[src/rtl/sdac_pkg.sv]
package sdac_pkg;
  typedef struct packed {
    logic shift;
    logic load;
  } sdacStrobe_t;
endpackage

[src/rtl/sdac_sync.sv]
module sdac_sync #(
  parameter int STAGES = 2,
  parameter logic RST_VAL = 1'b0
) (
  input  logic clk,
  input  logic rstN,
  input  logic asyncIn,
  output logic syncOut
);
  logic [STAGES-1:0] chain;

  always_ff @(posedge clk or negedge rstN) begin
    if (!rstN) chain <= {STAGES{RST_VAL}};
    else       chain <= {chain[STAGES-2:0], asyncIn};
  end

  assign syncOut = chain[STAGES-1];
endmodule

[src/rtl/sdac_ctrl.sv]
module sdac_ctrl
  import sdac_pkg::*;
(
  input  logic        clk,
  input  logic        rstN,
  input  logic        sclkS,
  input  logic        csS,
  input  logic        clrNS,
  input  logic        uvS,
  output sdacStrobe_t strobe,
  output logic        overrideFlag,
  output logic        rstStatN
);
  logic gatedClk;
  logic gatedPrev;
  logic csPrev;
  logic setCause;

  // internal bit clock: serial clock qualified by select low
  assign gatedClk = sclkS & ~csS;
  assign setCause = ~clrNS | uvS;

  always_ff @(posedge clk or negedge rstN) begin
    if (!rstN) begin
      gatedPrev <= 1'b0;
      csPrev    <= 1'b1;
      rstStatN  <= 1'b1;
    end else begin
      gatedPrev <= gatedClk;
      csPrev    <= csS;
      rstStatN  <= ~uvS;
    end
  end

  always_comb begin
    strobe.shift = gatedClk & ~gatedPrev;
    strobe.load  = csS & ~csPrev;
  end

  // set has priority over the release by a commit
  always_ff @(posedge clk or negedge rstN) begin
    if (!rstN)            overrideFlag <= 1'b1;
    else if (setCause)    overrideFlag <= 1'b1;
    else if (strobe.load) overrideFlag <= 1'b0;
  end
endmodule

[src/rtl/sdac_dpath.sv]
module sdac_dpath
  import sdac_pkg::*;
#(
  parameter int WIDTH = 16
) (
  input  logic             clk,
  input  logic             rstN,
  input  sdacStrobe_t      strobe,
  input  logic             dataS,
  output logic [WIDTH-1:0] shiftWord,
  output logic [WIDTH-1:0] holdWord,
  output logic             serialOut
);
  always_ff @(posedge clk or negedge rstN) begin
    if (!rstN)             shiftWord <= '0;
    else if (strobe.shift) shiftWord <= {shiftWord[WIDTH-2:0], dataS};
  end

  always_ff @(posedge clk or negedge rstN) begin
    if (!rstN)            holdWord <= '0;
    else if (strobe.load) holdWord <= shiftWord;
  end

  assign serialOut = shiftWord[WIDTH-1];
endmodule

[src/rtl/sdac_front.sv]
module sdac_front
  import sdac_pkg::*;
#(
  parameter int WIDTH       = 16,
  parameter int SYNC_STAGES = 2
) (
  input  logic             clk,
  input  logic             rstN,
  input  logic             sclkIn,
  input  logic             sdin,
  input  logic             csLoadIn,
  input  logic             clrN,
  input  logic             uvIn,
  output logic             sdout,
  output logic [WIDTH-1:0] dacCode,
  output logic             useResetLevel,
  output logic             rstStatN
);
  localparam int NUM_IN = 5;
  localparam logic [NUM_IN-1:0] IN_RST = 5'b01100;

  logic [NUM_IN-1:0] rawIn;
  logic [NUM_IN-1:0] syncIn;
  sdacStrobe_t       strobe;
  logic [WIDTH-1:0]  shiftWord;
  logic              loadStb;
  logic              shiftStb;

  assign rawIn = {uvIn, clrN, csLoadIn, sdin, sclkIn};

  for (genvar i = 0; i < NUM_IN; i++) begin : g_sync
    sdac_sync #(.STAGES(SYNC_STAGES), .RST_VAL(IN_RST[i])) u_sync (
      .clk(clk), .rstN(rstN), .asyncIn(rawIn[i]), .syncOut(syncIn[i])
    );
  end

  sdac_ctrl u_ctrl (
    .clk(clk), .rstN(rstN),
    .sclkS(syncIn[0]), .csS(syncIn[2]), .clrNS(syncIn[3]), .uvS(syncIn[4]),
    .strobe(strobe), .overrideFlag(useResetLevel), .rstStatN(rstStatN)
  );

  sdac_dpath #(.WIDTH(WIDTH)) u_dpath (
    .clk(clk), .rstN(rstN), .strobe(strobe), .dataS(syncIn[1]),
    .shiftWord(shiftWord), .holdWord(dacCode), .serialOut(sdout)
  );

  assign loadStb  = strobe.load;
  assign shiftStb = strobe.shift;
endmodule

[config.mk]
export PLATFORM = sky130hd
export DESIGN_NAME = sdac_front
export DESIGN_NICKNAME = d
export VERILOG_FILES = /design/src/rtl/sdac_pkg.sv /design/src/rtl/sdac_sync.sv /design/src/rtl/sdac_ctrl.sv /design/src/rtl/sdac_dpath.sv /design/src/rtl/sdac_front.sv
export SDC_FILE = /design/constraint.sdc
export NUM_CORES = 1
export LEC_CHECK = 0
export ABC_AREA = 1
export CORE_MARGIN = 2
export CORE_UTILIZATION = 60
export CTS_BUF_LIST = sky130_fd_sc_hd__clkbuf_4 sky130_fd_sc_hd__clkbuf_8
export CTS_CLUSTER_SIZE = 20
export DETAILED_ROUTE_END_ITERATION = 12
export DONT_BUFFER_PORTS = 1
export GPL_ROUTABILITY_DRIVEN = 0
export PLACE_DENSITY = 0.76
export SETUP_SLACK_MARGIN = 0.05
export SYNTH_ARGS = -nofsm -noshare
export SYNTH_HDL_FRONTEND = slang
export SYNTH_HIERARCHICAL = 1
export SYNTH_SLANG_ARGS = --single-unit
[constraint.sdc]
create_clock -name clk -period 1.93 [get_ports clk]
set_input_delay 0.193 -clock clk [delete_from_list [all_inputs] [get_ports clk]]
set_output_delay 0.193 -clock clk [all_outputs]
set_load 0.01 [all_outputs]
==> results.cfg, run 1 <==
[routing]
dr.first_iter.drc_count = 33
first_pass_iters = 4
via_per_inst = 4.941
ant_nets = 0
vias = 1003
drc = 0
avgRoutedWirePerCell_microns = 12.31
drt-total-wl_microns = 2499

[yosys]
syn_nets = 168
synth_area_sq_mm = 0.001648
syn_avg_cell_area_sq_um = 10.23
yosys_warnings = 6
postSynthCellCount = 161

[global_route]
first_global_vias = 1046
track_usage_pct = 18.80
grt_pass1_wl_microns = 4485
grt_antenna_before_repair = 0
grt_start_max_net_pins = 47
grt_overflow = 0

[final_layout]
multiInputGateArea_sq_um = 389.1
layout.nets = 178
fillers = 217
post_route_cells_drive_above_1_share_pct = 12.21
area_growth_pct = 8.200
diodes = 0
seqCellArea_sq_mm = 0.001160

[floorplan]
rows = 19
core_area_sq_mm = 0.002686
die_w_microns = 56.41
die_y_microns = 56.41
start_util_pct = 61.34
die_area_sq_mm = 0.003182
io_pins = 26

[power_and_ir_drop]
p_per_area_mw_per_mm2 = 1040
p_leak_uw = 0.0009889
ir_drop_mv = 0.8425
p_total_uw = 1854

[setup_path]
crit_path_end_kind = register
start_kind = register
r2r_slack_ns = 0.55
crit_fanout = 12
critical_path.most_common_cell = nand2_1
crit_required_ns = 2.23
reg2reg_from = g_sync[2].u_sync/chain[1]$_DFF_PN1_
critical_path.slowest_cell = dfstp_2
worstPathArrival_ns = 1.68
cp_top_family = flip-flops
critPathMaxStageDelay_ns = 0.58
crit_start = g_sync[2].u_sync/chain[1]$_DFF_PN1_
cp_num_buf_inv = 2
criticalPathCategory = register to register
ff2ff_path_depth = 5
path_cells = nand2_1 > inv_1 > buf_4 > nand2_1 > nand2_1
r2r-end = u_dpath/holdWord[9]$_DFFE_PN0P_

[timing]
fin_worst_skew_ns = 0.008355
setup_viol = 0
rsz0062_at_grt = no
holdWs_ns = 0.2851
worst_pin_slew_ns = 0.4290
hold_viol = 0
max_clock_freq_mhz = 725.3
final.period_utilization_pct = 71.44
slew_viol_final = 0
fin_crit_ns = 1.379
relSlewSlack_pct = 71.37
tns_ns = 0

[clock_tree]
post_cts_resized = 0
ctsHtreeMaxLevel = 2
numCtsBuffers = 5
clkLatencyLatePin_ns = 0.35
cts_setup_buffers = 0
cts.sinks = 46
clockBufferDepth = 2
cts_root_buf = clkbuf_4
postCtsHoldBufs = 7
cts_tree = yes
clk_pin_slew_ns = 0.12

[flow_run]
max-cap-violations = 0

[outcome]
status = completed

[hold_path]
hold_path_class = input pin to async pin

[placement]
place_hpwl_microns = 1583
io_buffers = 0
## how the worst max path moves through the flow
stage / depth (start not counted) / end
6_report: 5 / u_dpath/holdWord[9]$_DFFE_PN0P_
5_1_grt: 5 / u_dpath/holdWord[7]$_DFFE_PN0P_
4_1_cts: 5 / u_dpath/holdWord[9]$_DFFE_PN0P_
3_5_place_dp: 5 / u_dpath/holdWord[9]$_DFFE_PN0P_
3_3_place_gp: 5 / u_dpath/holdWord[7]$_DFFE_PN0P_
2_1_floorplan: 7 / u_dpath/holdWord[10]$_DFFE_PN0P_
## area by class of cell
| type | instances | area share [%] |
|---|---|---|
| inverters | 7 | 2.035 |
| clock inverters | 1 | 0.2807 |
| repair buffers | 9 | 5.333 |
| multi-input cells | 102 | 21.82 |
| clock buffers | 7 | 3.298 |
| flip-flops and latches | 46 | 65.05 |
| well taps | 31 | 2.175 |
## placed cells by master, fill, tap and decap left out
cell type,n
inv_1,5
buf_12,1
nand2_1,99
clkbuf_8,1
nor3_2,1
inv_6,2
clkbuf_4,6
nor2_1,2
clkinv_2,1
dfstp_2,7
buf_4,2
dlygate4sd3_1,6
dfrtp_1,39
## sequential cells by signal, summed over array words and instances (netlist names)
register	cells
u_dpath/shiftWord	16
u_ctrl/rstStatN	1
g_sync.u_sync/chain	10
u_dpath/holdWord	16
u_ctrl/csPrev	1
u_ctrl/overrideFlag	1
u_ctrl/gatedPrev	1
## layer usage
| metal | GRT usage [%] | wire length [microns] | up-vias |
|---|---|---|---|
| li1 | - | - | 496 |
| met1 | 23.16 | 1125 | 477 |
| met2 | 28.91 | 1164 | 25 |
| met3 | 9.447 | 169 | 5 |
| met4 | 6.463 | 40 | 0 |
| met5 | 0 | 0 | - |
## through the flow
step | instance area [sq um] | cells | setup slack [ns] | util, %
6_report | 1783 | 203 | 0.5513 | 66.37
5_1_grt | 1783 | 203 | 0.4035 | 66.37
4_1_cts | 1783 | 203 | 0.5259 | 66.37
3_5_place_dp | 1639 | 188 | 0.5439 | 61.02
3_3_place_gp | 1639 | 188 | 0.6160 | 61.02
2_1_floorplan | 1648 | 161 | 0.7965 | -
## where the power goes
| part | switching, uW | leakage (uW) | internal (uW) | total [uW] |
|---|---|---|---|---|
| Clock | 281 | 0.0000387 | 191 | 472 |
| Sequential | 118 | 0.000590 | 1100 | 1220 |
| Combinational | 99.8 | 0.000360 | 65.9 | 166 |
| Total | 499 | 0.000989 | 1360 | 1850 |
Note: power is estimated with default switching activity, not from simulation.
==> run 2, diff against run 1 <==
--- a/config.mk
+++ b/config.mk
@@ -5,9 +5,9 @@
 export SDC_FILE = /design/constraint.sdc
 export NUM_CORES = 1
 export LEC_CHECK = 0
-export ABC_AREA = 1
+export ABC_AREA = 0
 export CORE_MARGIN = 2
-export CORE_UTILIZATION = 60
+export CORE_UTILIZATION = 58
 export CTS_BUF_LIST = sky130_fd_sc_hd__clkbuf_4 sky130_fd_sc_hd__clkbuf_8
 export CTS_CLUSTER_SIZE = 20
 export DETAILED_ROUTE_END_ITERATION = 12
==> constraint.sdc (replaced) <==
create_clock -name clk -period 1.1 [get_ports clk]
set_input_delay 0.11 -clock clk [delete_from_list [all_inputs] [get_ports clk]]
set_output_delay 0.11 -clock clk [all_outputs]
set_load 0.01 [all_outputs]
==> run 2 against run 1 <==
  * The run now ends with hold timing, setup timing left
  * Critical path depth is 1 lower
  * Cell area up 10%
  * Utilization increased by 4.1 points
  * Via count is 27% lower
  * Worst hold slack worse by 0.85 ns
  * Clock skew grew 0.0048 ns
  * Register-to-register slack worse by 0.83 ns
  * Critical path type unchanged
  * Synthesized cell count fell by 45%
  * Non-clock buffer count rose by 3
==> results.cfg, run 2 <==
[timing]
slew_viol_final = 0
worst_pin_slew_ns = 0.1933
fin_ws_ns = -0.2818
relSlewSlack_pct = 87.08
holdWs_ns = -0.5634
fin_crit_ns = 1.382
max_clock_freq_mhz = 723.7
hold_viol = 46
tns_ns = -8.077
rsz0062_at_grt = yes
fin_worst_skew_ns = 0.01316
final.period_utilization_pct = 125.6
setup_viol = 33

[clock_tree]
postCtsHoldBufs = 5
clockBufferDepth = 2
cts.sinks = 46
clkLatencyLatePin_ns = 0.35
clk_pin_slew_ns = 0.13
numCtsBuffers = 5
ctsHtreeMaxLevel = 2
cts_tree = yes
cts_root_buf = clkbuf_4

[routing]
avgRoutedWirePerCell_microns = 18.10
met3_length_microns = 104
dr.first_iter.drc_count = 15
via_per_inst = 5.444
wl_met2_microns = 1225
wl_met1_microns = 1076
vias = 735
drc = 0
drt-total-wl_microns = 2444
first_pass_iters = 4
top_layer = met4
ant_nets = 0

[floorplan]
rows = 19
die_area_sq_mm = 0.003392
die_y_microns = 58.25
die_w_microns = 58.25
io_pins = 26
start_util_pct = 61.36
core_area_sq_mm = 0.002781

[placement]
dp_cells = 119
place_hpwl_microns = 1394
place_ws_ns = -0.2660
io_buffers = 0

[power_and_ir_drop]
p_seq_share_pct = 61.4
p_int_uw = 3095
ir_drop_mv = 1.734
power.switching_uw = 1094
switching_share_pct = 26.11
p_per_area_mw_per_mm2 = 2136
power_frac_comb_pct = 18.9
p_leak_uw = 0.0009457
p_total_uw = 4189
clkPwrFrac_pct = 19.7

[final_layout]
layout.nets = 110
top_regs = u_dpath/holdWord x16, u_dpath/shiftWord x16, g_sync.u_sync/chain x10
fin_util_pct = 70.49
diodes = 0
area_growth_pct = 14.88
layout_commonest_cell = dfrtp_1
post_route_cells_drive_above_1_share_pct = 55.77
most-common-layout-cells = 39 x dfrtp_1, 32 x mux2_4, 7 x dfstp_2
final_cells = 135

[setup_path]
r2r-end = u_dpath/shiftWord[4]$_DFFE_PN0P_
crit_path_end_kind = register
crit_required_ns = 1.34
worstPathArrival_ns = 1.62
criticalPathCategory = register to register
r2r_slack_ns = -0.28
reg2reg_from = g_sync[2].u_sync/chain[1]$_DFF_PN1_
crit_fanout = 7
start_kind = register
ff2ff_path_depth = 4

[outcome]
violations = hold timing, setup timing
status = complete, but fails checks

[global_route]
grt_overflow = 0
first_global_vias = 815
grt_start_max_net_pins = 47
grt_antenna_before_repair = 0
grt_pass1_wl_microns = 3946
track_usage_pct = 16.36

[hold_path]
hold_path_class = input pin to async pin

[yosys]
yosys_warnings = 6
postSynthCellCount = 88
syn_avg_cell_area_sq_um = 19.39
synth_area_sq_mm = 0.001707
syn_nets = 95

[flow_run]
max-cap-violations = 0
==> run 2: cell type report <==
type | instances | area (sq um)
multi-input cells | 36 | 529.3
clock inverters | 1 | 5.005
fillers | 180 | 820.8
inverters | 2 | 7.507
well taps | 31 | 38.79
clock buffers | 7 | 58.81
flip-flops and latches | 46 | 1160
repair buffers | 12 | 161.4
==> run 2: power by group through the flow <==
| stage | Clock (uW) | Sequential (uW) | Combinational [uW] |
|---|---|---|---|
| floorplan | 0 | 2490 | 616 |
| global placement | 0 | 2580 | 639 |
| detailed placement | 0 | 2600 | 667 |
| CTS | 855 | 2580 | 759 |
| global route | 918 | 2650 | 824 |
| finish | 826 | 2570 | 791 |
==> run 2: per-stage QoR <==
| step | instance area, sq um | hold WS (ns) |
|---|---|---|
| after floorplan | 1710 | -0.1856 |
| after global placement | 1757 | -0.1845 |
| after detailed placement | 1757 | -0.1847 |
| after CTS | 1921 | -0.5801 |
| after global routing | 1961 | -0.5924 |
| final | 1961 | -0.5634 |
==> run 2: per-layer routing <==
layer  global-route usage (%)  vias to the layer above
li1                         -                      327
met1                    21.34                      379
met2                    24.35                       24
met3                    5.357                        5
met4                    8.970                        0
met5                        0                        -
==> run 2: worst max-delay path by stage <==
| stage | startpoint | end | slack (ns) | cells after the start |
|---|---|---|---|---|
| finish | g_sync[2].u_sync/chain[1]$_DFF_PN1_ | u_dpath/shiftWord[4]$_DFFE_PN0P_ | -0.28 | 4 |
| global route | g_sync[2].u_sync/chain[1]$_DFF_PN1_ | u_dpath/shiftWord[13]$_DFFE_PN0P_ | -0.33 | 4 |
| global placement | g_sync[2].u_sync/chain[1]$_DFF_PN1_ | u_dpath/holdWord[13]$_DFFE_PN0P_ | -0.23 | 3 |
| floorplan | g_sync[2].u_sync/chain[1]$_DFF_PN1_ | u_dpath/shiftWord[10]$_DFFE_PN0P_ | -0.26 | 5 |
| CTS | g_sync[2].u_sync/chain[1]$_DFF_PN1_ | u_dpath/holdWord[12]$_DFFE_PN0P_ | -0.26 | 3 |
| detailed placement | g_sync[2].u_sync/chain[1]$_DFF_PN1_ | u_dpath/holdWord[13]$_DFFE_PN0P_ | -0.27 | 3 |
==> run 2: repair_timing <==
action | in CTS | in global routing
buffers inserted | 1 | 1
gates cloned | 0 | 1
hold endpoints to repair | 51 | 46
resized for setup | 11 | 2
pin swaps | 0 | 0
setup endpoints to repair | 33 | 34
==> run 2: critical path, cell delays in order (launching register included) <==
cell	delay [ns]
dfstp_2	0.40
nor2b_2	0.13
nor2b_4	0.25
clkbuf_16	0.20
mux2_4	0.29
==> run 3, diff against run 2 <==
--- a/config.mk
+++ b/config.mk
@@ -5,7 +5,7 @@
 export SDC_FILE = /design/constraint.sdc
 export NUM_CORES = 1
 export LEC_CHECK = 0
-export ABC_AREA = 0
+export ABC_AREA = 1
 export CORE_MARGIN = 2
 export CORE_UTILIZATION = 58
 export CTS_BUF_LIST = sky130_fd_sc_hd__clkbuf_4 sky130_fd_sc_hd__clkbuf_8
==> run 3 against run 2 <==
  * The run still ends with hold timing, setup timing left
  * Non-clock buffer count grew 4
  * Via count grew 46%
  * Clock power increased by 12%
  * Clock-buffer cell count grew 1
  * Power fell by 18%
  * Setup slack improved by 0.26 ns
  * Clock skew fell by 0.0090 ns
  * Cell count is 56% higher
  * Worst hold slack worse by 0.0022 ns
  * Largest cell class unchanged
  * Largest power group unchanged
  * Highest routed layer unchanged
==> results.cfg, run 3 (synthesis results as in run 1) <==
[setup_path]
worstPathArrival_ns = 1.38
reg2reg_from = g_sync[2].u_sync/chain[1]$_DFF_PN1_
endpoint = u_dpath/shiftWord[14]$_DFFE_PN0P_
path_cells = nor3_4 > buf_6 > buf_6 > nand2_2 > nand2_2
critical_path.slowest_cell = dfstp_2
crit_fanout = 6
crit_cells = 5
cp_top_family = flip-flops
r2r_slack_ns = -0.03
critPathMaxStageDelay_ns = 0.59
ff2ff_path_depth = 5
criticalPathCategory = register to register
r2r-end = u_dpath/shiftWord[14]$_DFFE_PN0P_
crit_path_end_kind = register
crit_start = g_sync[2].u_sync/chain[1]$_DFF_PN1_
cp_num_buf_inv = 2
start_kind = register
crit_required_ns = 1.36

[routing]
avgRoutedWirePerCell_microns = 13.24
first_pass_iters = 5
via_per_inst = 5.076
drc = 0
ant_nets = 0
dr.first_iter.drc_count = 36
vias = 1071
drt-total-wl_microns = 2794

[global_route]
grt_antenna_before_repair = 0
first_global_vias = 1170
grt_overflow = 0
track_usage_pct = 20.42
grt_start_max_net_pins = 47
grt_pass1_wl_microns = 4919

[timing]
max_clock_freq_mhz = 888.8
slew_viol_final = 0
rsz0062_at_grt = yes
setup_viol = 13
relSlewSlack_pct = 86.92
final.period_utilization_pct = 102.3
holdWs_ns = -0.5656
fin_crit_ns = 1.125
hold_viol = 46
fin_ws_ns = -0.02511
tns_ns = -0.1614
worst_pin_slew_ns = 0.1956
fin_worst_skew_ns = 0.004145

[floorplan]
die_area_sq_mm = 0.003283
rows = 19
die_y_microns = 57.30
core_area_sq_mm = 0.002734
start_util_pct = 60.27
die_w_microns = 57.30
io_pins = 26

[placement]
place_ws_ns = -0.06181
io_buffers = 0
place_hpwl_microns = 1705

[final_layout]
post_route_cells_drive_above_1_share_pct = 31.11
area_growth_pct = 18.22
fin_util_pct = 71.26
diodes = 0
layout_commonest_cell = nand2_1
layout.nets = 186
top_regs = u_dpath/holdWord x16, u_dpath/shiftWord x16, g_sync.u_sync/chain x10
most-common-layout-cells = 75 x nand2_1, 39 x dfrtp_1, 23 x nand2_2

[outcome]
status = complete, but fails checks
violations = hold timing, setup timing

[power_and_ir_drop]
clkPwrFrac_pct = 26.9
switching_share_pct = 26.34
ir_drop_mv = 1.451
p_total_uw = 3427
p_per_area_mw_per_mm2 = 1759
p_leak_uw = 0.001055
p_seq_share_pct = 63.1
power.switching_uw = 902.8
power_frac_comb_pct = 10.0
p_int_uw = 2524

[clock_tree]
clkLatencyLatePin_ns = 0.35
clockBufferDepth = 2
numCtsBuffers = 5
clk_pin_slew_ns = 0.12
ctsHtreeMaxLevel = 2
cts.sinks = 46
cts_root_buf = clkbuf_4
cts_tree = yes
postCtsHoldBufs = 5

[flow_run]
max-cap-violations = 0

[hold_path]
hold_path_class = input pin to async pin
run 3: cell count changes in the layout (fill, tap and decap cells not counted), sizes merged:
cell and delta:
nor2b -3, nor2 +2, nand2 +99, buf +5
nor3 +1, o211ai -1, inv +6, clkinv -1
mux2 -32
run 3: worst register-to-register path, cell delays in order (launching register included):
cell and delay [ns]:
dfstp_2 0.59, nor3_4 0.06, buf_6 0.15, buf_6 0.13, nand2_2 0.06, nand2_2 0.05
run 3: area by class of cell:
| cell class | count | area [sq um] |
|---|---|---|
| sequential | 46 | 1160 |
| fill | 197 | 785.8 |
| multi-input combinational | 102 | 460.4 |
| timing repair buffer | 16 | 160.2 |
| clock buffer | 8 | 78.83 |
| inverter | 7 | 41.29 |
| tap | 31 | 38.79 |
| timing repair inverter | 1 | 8.758 |
run 3: how the worst min path moves through the flow:
stage / startpoint / end / slack, ns / cells past startpoint
6_report: rstN / u_dpath/holdWord[4]$_DFFE_PN0P_ / -0.57 / 0
5_1_grt: rstN / u_dpath/shiftWord[2]$_DFFE_PN0P_ / -0.61 / 0
4_1_cts: rstN / u_dpath/holdWord[4]$_DFFE_PN0P_ / -0.58 / 0
3_5_place_dp: rstN / u_dpath/holdWord[4]$_DFFE_PN0P_ / -0.18 / 0
3_3_place_gp: rstN / u_dpath/holdWord[14]$_DFFE_PN0P_ / -0.18 / 0
2_1_floorplan: rstN / g_sync[0].u_sync/chain[0]$_DFF_PN0_ / -0.19 / 0
run 3: stage by stage:
step,cells,hold WS (ns),instance area (sq um)
final,211,-0.5656,1948
after global routing,211,-0.6087,1948
after CTS,211,-0.5848,1937
after detailed placement,192,-0.1846,1669
after global placement,192,-0.1846,1669
after floorplan,161,-0.1856,1648
run 3: layer usage:
metal	global-route usage [%]	wire length, microns	vias up
met2	33.33	1421	32
met1	22.73	1145	510
li1	-	-	518
met4	10.63	82	0
met3	8.844	144	11
met5	0	0	-
run 3: power by group through the flow:
stage	registers [uW]	clock network, uW	logic (uW)
final	2160	922	342
after global routing	2200	1030	393
after CTS	2160	957	338
after detailed placement	2170	0	261
after global placement	2160	0	237
after floorplan	2130	0	219
run 3: timing repair:
item,in CTS,in global routing
buffers inserted,4,0
endpoints found under the setup margin,33,34
resized for setup,35,4
cloned,2,0
pin swaps,22,4
endpoints found under the hold margin,51,46
